### src/rtl/dmac_chain_pkg.sv
package dmac_chain_pkg;

    typedef enum logic [2:0] {
        S_IDLE,
        S_FETCH,
        S_DECODE,
        S_STALL,
        S_FWD,
        S_XFER_GO,
        S_XFER_WAIT,
        S_FINISH
    } chain_state_e;

    localparam logic [2:0] TID_REF_END  = 3'd0;
    localparam logic [2:0] TID_REF_STALL = 3'd4;
    localparam logic [2:0] TID_END      = 3'd7;

    localparam int TAG_STEP = 16;

endpackage

### src/rtl/dmac_tag_decode.sv
module dmac_tag_decode
    import dmac_chain_pkg::*;
#(
    parameter int ADDR_W = 32,
    parameter int QWC_W  = 16
) (
    input  logic [63:0]       tag_lo,
    output logic [QWC_W-1:0]  qwc,
    output logic [2:0]        id,
    output logic              irq,
    output logic [ADDR_W-1:0] addr,
    output logic              ends_chain
);
    logic unused_rsvd;

    assign qwc        = tag_lo[QWC_W-1:0];
    assign id         = tag_lo[30:28];
    assign irq        = tag_lo[31];
    assign addr       = tag_lo[32 +: ADDR_W];
    assign ends_chain = (id == TID_REF_END) || (id == TID_END);
    assign unused_rsvd = ^tag_lo[27:QWC_W];
endmodule

### src/rtl/dmac_stall_cmp.sv
module dmac_stall_cmp #(
    parameter int ADDR_W = 32,
    parameter int QWC_W  = 16
) (
    input  logic [ADDR_W-1:0] madr,
    input  logic [QWC_W-1:0]  qwc,
    input  logic [ADDR_W-1:0] limit,
    output logic              reach
);
    localparam int SPAN_W = QWC_W + 4;
    localparam int EXT_W  = ((ADDR_W > SPAN_W) ? ADDR_W : SPAN_W) + 1;

    logic [EXT_W-1:0] end_ptr;

    assign end_ptr = EXT_W'(madr) + EXT_W'({qwc, 4'b0000});
    assign reach   = end_ptr >= EXT_W'(limit);
endmodule

### src/rtl/dmac_chain_engine.sv
module dmac_chain_engine
    import dmac_chain_pkg::*;
#(
    parameter int ADDR_W   = 32,
    parameter int QWC_W    = 16,
    parameter int FIFO_MAX = 16,
    localparam int LVL_W   = $clog2(FIFO_MAX + 1)
) (
    input  logic              clk,
    input  logic              rst_n,
    input  logic              dma_en,
    input  logic              go,
    input  logic              chain_mode,
    input  logic              dir_from_mem,
    input  logic              tte_en,
    input  logic              tie_en,
    input  logic [QWC_W-1:0]  prog_qwc,
    input  logic [ADDR_W-1:0] prog_madr,
    input  logic [ADDR_W-1:0] prog_tadr,
    input  logic [2:0]        pre_tag_id,
    input  logic              pre_tag_irq,
    input  logic              stall_sel,
    input  logic [ADDR_W-1:0] stall_addr,
    output logic              tag_req,
    output logic [ADDR_W-1:0] tag_addr,
    input  logic              tag_valid,
    input  logic [127:0]      tag_data,
    output logic              fwd_valid,
    output logic [127:0]      fwd_data,
    output logic              mv_start,
    output logic [ADDR_W-1:0] mv_addr,
    output logic [QWC_W-1:0]  mv_qwc,
    input  logic              mv_done,
    output logic [LVL_W-1:0]  fifo_level,
    output logic              stall_irq,
    output logic              done_irq,
    output logic              busy
);
    chain_state_e state_q, state_d;

    logic [ADDR_W-1:0] cur_madr, tadr_q;
    logic [QWC_W-1:0]  cur_qwc;
    logic [63:0]       tag_hi_q;
    logic [2:0]        id_q;
    logic              done_q, dir_q, tte_q, tie_q;

    logic [QWC_W-1:0]  dec_qwc;
    logic [2:0]        dec_id;
    logic              dec_irq, dec_ends, reach, stall_hit, pre_done;
    logic [ADDR_W-1:0] dec_addr;
    chain_state_e      body_next, check_next;

    dmac_tag_decode #(.ADDR_W(ADDR_W), .QWC_W(QWC_W)) u_dec (
        .tag_lo     (tag_data[63:0]),
        .qwc        (dec_qwc),
        .id         (dec_id),
        .irq        (dec_irq),
        .addr       (dec_addr),
        .ends_chain (dec_ends)
    );

    dmac_stall_cmp #(.ADDR_W(ADDR_W), .QWC_W(QWC_W)) u_stall (
        .madr  (cur_madr),
        .qwc   (cur_qwc),
        .limit (stall_addr),
        .reach (reach)
    );

    assign stall_hit = stall_sel && (id_q == TID_REF_STALL) && reach;
    assign pre_done  = !(chain_mode && dir_from_mem)
                     || (pre_tag_id == TID_REF_END) || (pre_tag_id == TID_END)
                     || (pre_tag_irq && tie_en);

    // Where to go once the tag is fully accepted (after stall / forward)
    always_comb begin
        if (cur_qwc != '0)  body_next = S_XFER_GO;
        else if (done_q)    body_next = S_FINISH;
        else                body_next = S_FETCH;
        check_next = tte_q ? S_FWD : body_next;
    end

    // Next-state logic
    always_comb begin
        state_d = state_q;
        unique case (state_q)
            S_IDLE:      if (go) state_d = (prog_qwc != '0) ? S_XFER_GO : S_FETCH;
            S_FETCH:     if (tag_valid) state_d = S_DECODE;
            S_DECODE:    state_d = stall_hit ? S_STALL : check_next;
            S_STALL:     if (!stall_hit) state_d = check_next;
            S_FWD:       state_d = body_next;
            S_XFER_GO:   state_d = S_XFER_WAIT;
            S_XFER_WAIT: if (mv_done) state_d = done_q ? S_FINISH : S_FETCH;
            S_FINISH:    state_d = S_IDLE;
            default:     state_d = S_IDLE;
        endcase
    end

    // State register
    always_ff @(posedge clk or negedge rst_n) begin
        if (!rst_n) state_q <= S_IDLE;
        else        state_q <= state_d;
    end

    // Channel context registers
    always_ff @(posedge clk or negedge rst_n) begin
        if (!rst_n) begin
            cur_madr <= '0;
            cur_qwc  <= '0;
            tadr_q   <= '0;
            tag_hi_q <= '0;
            id_q     <= '0;
            done_q   <= 1'b0;
            dir_q    <= 1'b0;
            tte_q    <= 1'b0;
            tie_q    <= 1'b0;
        end else if (state_q == S_IDLE && go) begin
            cur_madr <= prog_madr;
            cur_qwc  <= prog_qwc;
            tadr_q   <= prog_tadr;
            id_q     <= '0;
            dir_q    <= dir_from_mem;
            tte_q    <= tte_en;
            tie_q    <= tie_en;
            done_q   <= (prog_qwc != '0) && pre_done;
        end else if (state_q == S_FETCH && tag_valid) begin
            cur_madr <= dec_addr;
            cur_qwc  <= dec_qwc;
            tag_hi_q <= tag_data[127:64];
            id_q     <= dec_id;
            tadr_q   <= tadr_q + ADDR_W'(TAG_STEP);
            done_q   <= done_q || dec_ends || (dec_irq && tie_q);
        end else if (state_q == S_XFER_WAIT && mv_done) begin
            cur_qwc  <= '0;
        end else if (state_q == S_FINISH) begin
            done_q   <= 1'b0;
        end
    end

    // Outputs
    always_comb begin
        tag_req    = (state_q == S_FETCH) && dma_en;
        tag_addr   = tadr_q;
        fwd_valid  = (state_q == S_FWD);
        fwd_data   = {tag_hi_q, 64'd0};
        mv_start   = (state_q == S_XFER_GO);
        mv_addr    = cur_madr;
        mv_qwc     = cur_qwc;
        stall_irq  = (state_q == S_DECODE) && stall_hit;
        done_irq   = (state_q == S_FINISH);
        busy       = (state_q != S_IDLE);
        if (!dir_q)                            fifo_level = '0;
        else if (cur_qwc >= QWC_W'(FIFO_MAX))  fifo_level = LVL_W'(FIFO_MAX);
        else                                   fifo_level = LVL_W'(cur_qwc);
    end
endmodule

### config.mk
export PLATFORM = sky130hd
export DESIGN_NAME = dmac_chain_engine
export DESIGN_NICKNAME = d
export VERILOG_FILES = /design/src/rtl/dmac_chain_pkg.sv /design/src/rtl/dmac_tag_decode.sv /design/src/rtl/dmac_stall_cmp.sv /design/src/rtl/dmac_chain_engine.sv
export SDC_FILE = /design/constraint.sdc
export NUM_CORES = 1
export LEC_CHECK = 0
export ABC_AREA = 1
export BUFFER_PORTS_ARGS = -buffer_cell sky130_fd_sc_hd__buf_2
export CAP_MARGIN = 20
export CORE_AREA = 2 2 182 184
export DETAILED_ROUTE_END_ITERATION = 10
export DIE_AREA = 0 0 184 186
export GPL_ROUTABILITY_DRIVEN = 0
export PLACE_DENSITY_LB_ADDON = 0.3
export RECOVER_POWER = 50
export SETUP_SLACK_MARGIN = 0.05
export SYNTH_ARGS = -nofsm -noshare
export SYNTH_HDL_FRONTEND = slang
export SYNTH_SLANG_ARGS = --single-unit
### constraint.sdc
create_clock -name clk -period 6.6 [get_ports clk]
set_input_delay 0.99 -clock clk [delete_from_list [all_inputs] [get_ports clk]]
set_output_delay 0.99 -clock clk [all_outputs]
set_load 0.05 [all_outputs]
-- After elaboration in Yosys (flattened, before gate mapping)
Index checks and enable logic that the tools add are counted.
- input bits: 255
- register bits after elaboration: 154
- logic and storage cells: 85
- reductions and logical operators: 30
- muxes and demuxes: 25
- equality and inequality tests: 15
- add/subtract/negate cells: 2
- magnitude comparators: 2
- bitwise gates (word level): 1
- operators by type and width (cell ; count):
    32-bit two-way mux ; 4
    16-bit two-way mux ; 3
    32-bit by 20-bit adder with 33-bit output ; 1
    33-bit by 32-bit >= comparator with 1-bit output ; 1
    3-bit two-way mux ; 11
    32-bit by 5-bit adder with 32-bit output (second input constant) ; 1
    16-bit nonzero test ; 2
    3-bit one-hot mux with 8 select lines ; 1
    3-bit == test (second input constant) ; 7
    16-bit by 5-bit >= comparator with 1-bit output (second input constant) ; 1
    1-bit logical AND ; 11
    5-bit two-way mux ; 2
    3-bit logical NOT ; 3
    3-bit nonzero test ; 3
    2-bit inequality test (second input constant) ; 4
    3-bit by 2-bit == test with 1-bit output (second input constant) ; 2
    1-bit logical OR ; 6
    1-bit two-way mux ; 4
    2-bit AND reduction ; 2
    4-bit AND reduction ; 1
    3-bit by 1-bit == test with 1-bit output (second input constant) ; 1
    3-bit inequality test (second input constant) ; 1
    2-bit nonzero test ; 1
    1-bit logical NOT ; 1
    1-bit inverter ; 1

-- Depth between registers and ports, before layout
- word-level depth: 7
- depth in mapped cells: 32

-- Cells and area by module
From an unflattened synthesis, not the netlist that was laid out.
- cells, all modules: 1440
- area total of the unflattened synthesis: 10497.6 um2
- by module, submodules not included (module ; cells an instance ; instances ; area each (um2)):
    dmac_chain_engine ; 1027 ; 1 ; 7922.6
    dmac_stall_cmp ; 356 ; 1 ; 2164.6
    dmac_tag_decode ; 57 ; 1 ; 410.4

-- Least setup slack after synthesis
OpenSTA, ideal clock, no wires.
- kind: reg2out
- start: register cur_qwc[0] (netlist: mv_qwc[0])
- end: output stall_irq
- data required time: 5610 ps
- setup slack: 1356 ps
- buffers on the path: 0
- data arrival time: 4254 ps
- cell stages (with the launch flop): 28
- cells stage by stage: dfrtp_1 -> ha_1 -> inv_1 -> fa_1 -> inv_1 -> nand3_1 -> nand2_1 -> a21oi_2 -> o21ai_2 -> nand2_1 -> o211ai_2 -> nand2_1 -> nand2_1 -> nand2_1 -> nor2_2 -> nand2_1 -> xnor2_1 -> ha_1 -> nand2_1 -> nor2_1 -> nand4_1 -> inv_1 -> nand4_1 -> o21ai_0 -> a21oi_1 -> nand3_1 -> nand3_1 -> nor2_1
- word-level cells in the longest chain between the ends: 4
- RTL lines (item ; RTL line ; source):
    from (decl) ; dmac_chain_engine.sv:42 ; logic [QWC_W-1:0] cur_qwc;
    from (signal assigned) ; dmac_chain_engine.sv:118 ; cur_qwc <= prog_qwc;
    from (signal assigned) ; dmac_chain_engine.sv:127 ; cur_qwc <= dec_qwc;
    32-bit by 20-bit adder with 33-bit output ; dmac_stall_cmp.sv:15 ; assign end_ptr = EXT_W'(madr) + EXT_W'({qwc, 4'b0000});
    33-bit by 32-bit >= comparator with 1-bit output ; dmac_stall_cmp.sv:16 ; assign reach = end_ptr >= EXT_W'(limit);
    1-bit logical AND ; dmac_chain_engine.sv:69 ; assign stall_hit = stall_sel && (id_q == TID_REF_STALL) && reach;
    1-bit logical AND ; dmac_chain_engine.sv:148 ; stall_irq = (state_q == S_DECODE) && stall_hit;
    to (decl) ; dmac_chain_engine.sv:35 ; output logic stall_irq,
No other way between the ends.

-- Final worst setup path
Same ends and word-level chain as after synthesis.

==> parameters.txt <==
Parameter                              Value

Status
  Outcome ... complete, but fails checks
  Failing checks ... capacitance limit, slew limit

Synthesis
  Post-synthesis cell type with the largest combined area ... dfrtp_1
  Gate count after technology mapping ... 1212
  Area share of the largest cell type after synthesis ... approximately two fifths
  Flops & latches, synth ... 154
  Number of flops mapped to enable cells by yosys ... 0
  Average footprint of a synthesized cell ... 7.69 µm²
  Leading post-synthesis cells by instance count ... nand2_1 (426), dfrtp_1 (154), nor2_1 (110), inv_1 (94), buf_4 (64)
  Fraction of synthesis flops using an asynchronous set or reset pin ... 100%
  Register area share after synthesis ... between 40% and 50%
  Dominant cells by area after synthesis ... dfrtp_1 (41%), nand2_1 (17%), ha_1 (6.6%)
  Yosys warning count ... 0
  Prevailing post-synth register cell ... dfrtp_1
  Netlist cell types ... 47
  Top-count cell post-synth ... nand2_1
  Post-synthesis cell area ... about 9300 µm²

Die
  Initial Util ... 28.9%
  # IOs ... 474
  Die ar. ... 34200 µm²
  DIE HEIGHT ... 186 µm
  Die Width ... 184 µm
  Floorplan row count ... 66
  Area of the placeable core ... 32200 µm²

GRT
  GRT Overall Usage ... 18.8%
  First-pass GRT wire length ... 48900 µm
  Vias in the first global route ... ~9100
  Largest net degree at the start of global routing ... 93
  Number of antenna violations at the first check in global routing ... 2
  Overall overflow remaining after global route ... 0

Setup path
  Cell with the largest stage delay on the worst path ... dfrtp_1
  Most common cell type on the critical path ... nand2_1
  FF-to-FF End ... state_q[2]
  Last element of the critical path ... stall_irq
  Worst path depth ... 28
  Data arrival, critical path ... approximately 4.6 ns
  Maximum fanout count along the critical path ... 5
  Critical path launch point type ... flip-flop
  Top Family by Delay on Critical Path ... simple AND/OR/NAND/NOR gates
  Data required time at the worst endpoint ... 5.61 ns
  Kind of capture point of the worst setup path ... primary output
  Critical path type ... reg2out
  Slowest Stage Delay on Critical Path ... ~0.42 ns
  Buf+Inv Stages, Crit Path ... 4
  Count of cells along the worst register-to-register path ... 30
  Worst Setup SP ... mv_qwc[0]
  Critical register-to-register path startpoint ... mv_qwc[0]
  Register-to-Register Setup Slack ... 2.44 ns

Worst hold path
  Worst min-delay path startpoint ... tag_hi_q[10]
  Hold/Removal Path Class ... reg2reg

Drt
  Count of nets left with antenna violations after detail routing ... 0
  Post-detailed-route via-to-cell ratio ... between 4 and 5
  Vias post-DR ... around 9000
  Drt first pass iters ... 5
  Aggregate routed wire length ... 32100 µm
  # DRC ... 0
  Iter 0 DRT Violations ... ~390
  Routed WL per cell ... 15.9 µm

STA
  Time the worst path needs with I/O delays and setup ... 5.58 ns
  Worst-margin pin slew ... slightly above 3 ns
  Number of setup violations in the final report ... 0
  Worst max-slew margin expressed relative to the limit ... -102%
  Fmax achieved ... 179 MHz
  Final hold viol count ... 0
  Ratio of final minimum period to clock period ... 84.6%
  Setup_tns ... 0 ns
  Setup repair after global routing missed its margin ... false
  Number of pins exceeding their max-slew limit in the final report ... 159
  Maximum clock skew at final layout ... 0.00780 ns
  Final setup slack of the worst path ... ~1 ns

Clock tree
  Number of buffers inserted for hold repair after clock tree synthesis ... 0
  Clk sinks ... 154
  Post-cts sizing count ... 0
  Total clock buffers created by CTS ... 17
  Insertion delay to the later sink of the worst-skew pair ... between 0.4 and 0.5 ns
  Maximum level of the CTS H-tree ... 4
  TritonCTS clock tree ... yes
  Maximum number of buffers from clock root to sink ... 2
  Number of buffers inserted by post-CTS setup repair ... 0
  CTS root buffer ... clkbuf_16
  Clock slew at reported path FFs ... 0.07 ns

Power and ir drop
  LEAKAGE ... around 6.5 nW
  Total power ... 7.31 mW
  Power Density ... 612 nW/µm²
  Maximum resistive drop on vdd ... 0.265 mV

Placement
  Pre-CTS worst setup slack ... 1.47 ns
  Total of buffers placed on input and output ports ... 397
  HPWL after detailed placement ... 24700 µm

Cells and area
  Area of the multi-input gates ... 4700 µm²
  Layout filler cell count ... 3448
  Synthesis-to-finish area growth ... 28.2%
  Share of cells above drive strength 1 ... 24.2%
  Layout Nets ... between 1500 and 2000
  Register cell area after layout ... 3850 µm²

Flow run
  Maximum Capacitance Violations ... 3
==> state kept, by name (all words and copies together) (netlist names) <==
register / flops
mv_qwc: 16
dir_q: 1
tag_hi_q: 64
mv_addr: 32
state_q: 3
tag_addr: 32
tte_q: 1
id_q: 3
done_q: 1
tie_q: 1
==> routing by layer <==
metal  up-vias  track usage [%]  wire length [µm]
met4         2             7.33               750
met2       355             33.1             15900
met1      4243             21.5             12900
met3        34             5.44              2480
li1       4533                -                 -
met5         -                0                16
==> worst min-delay path by stage <==
stage,end,cells past startpoint
2_1_floorplan,tie_q,2
3_3_place_gp,tag_hi_q[15],2
3_5_place_dp,tag_hi_q[38],2
4_1_cts,tag_hi_q[55],1
5_1_grt,tag_hi_q[49],2
6_report,tag_hi_q[10],2
==> metrics by stage <==
stage               utilization, %  hold slack (ns)  instance area (µm²)  std cells
floorplan                        -            0.449                 9560       1275
global placement              35.7            0.449                11500       1984
detailed placement            35.7            0.456                11500       1984
CTS                           37.4            0.454                12100       2015
global route                  37.1            0.496                11900       2015
finish                        37.1            0.473                11900       2016
==> placed cells by master, fill, tap and decap left out, drive strengths merged, types with 2 or more instances in the layout <==
master	count
nor3	12
xor2	34
clkinv	5
nor4	10
nand3	60
a21oi	29
nand2	429
buf	324
clkinvlp	2
dfrtp	154
o211ai	18
nor3b	2
o22ai	33
a31oi	2
xnor2	15
a211oi	3
nand4	10
nor2	119
ha	49
inv	103
conb	64
a21o	6
o21ai	15
clkbuf	100
==> power by group <==
| part | switching (mW) | internal, mW | leakage [nW] |
|---|---|---|---|
| clock | 0.442 | 0.544 | 0.275 |
| sequential | 0.430 | 1.39 | 1.88 |
| combinational | 3.31 | 1.19 | 4.31 |
| total | 4.18 | 3.13 | 6.47 |
==> tightest hold or removal path, stage by stage (launching register included) <==
cell	delay, ns
dfrtp_1	0.34
nand2_1	0.05
nand2_1	0.04
==> logic make-up after synthesis <==
| group | Yosys count | synth area share (%) |
|---|---|---|
| xor gates and xnor gates | 49 | 4.60 |
| other | 1 | 0.0402 |
| DFF | 154 | 41.3 |
| AOI/OAI and AO/OA | 110 | 7.64 |
| and+or+nand+nor | 645 | 28.7 |
| adders and majority gates | 50 | 6.79 |
| buffers and inverters | 203 | 10.9 |
==> final cells by class <==
class	count	share of cell area, %
Inverter	100	3.16
Tap cell	408	4.27
Clock inverter	11	0.953
Clock buffer	20	3.82
Antenna cell	1	0.0209
Timing Repair Buffer	404	16.2
Sequential cell	154	32.3
Multi-Input combinational cell	918	39.3
Note: power is estimated with default switching activity, not from simulation.
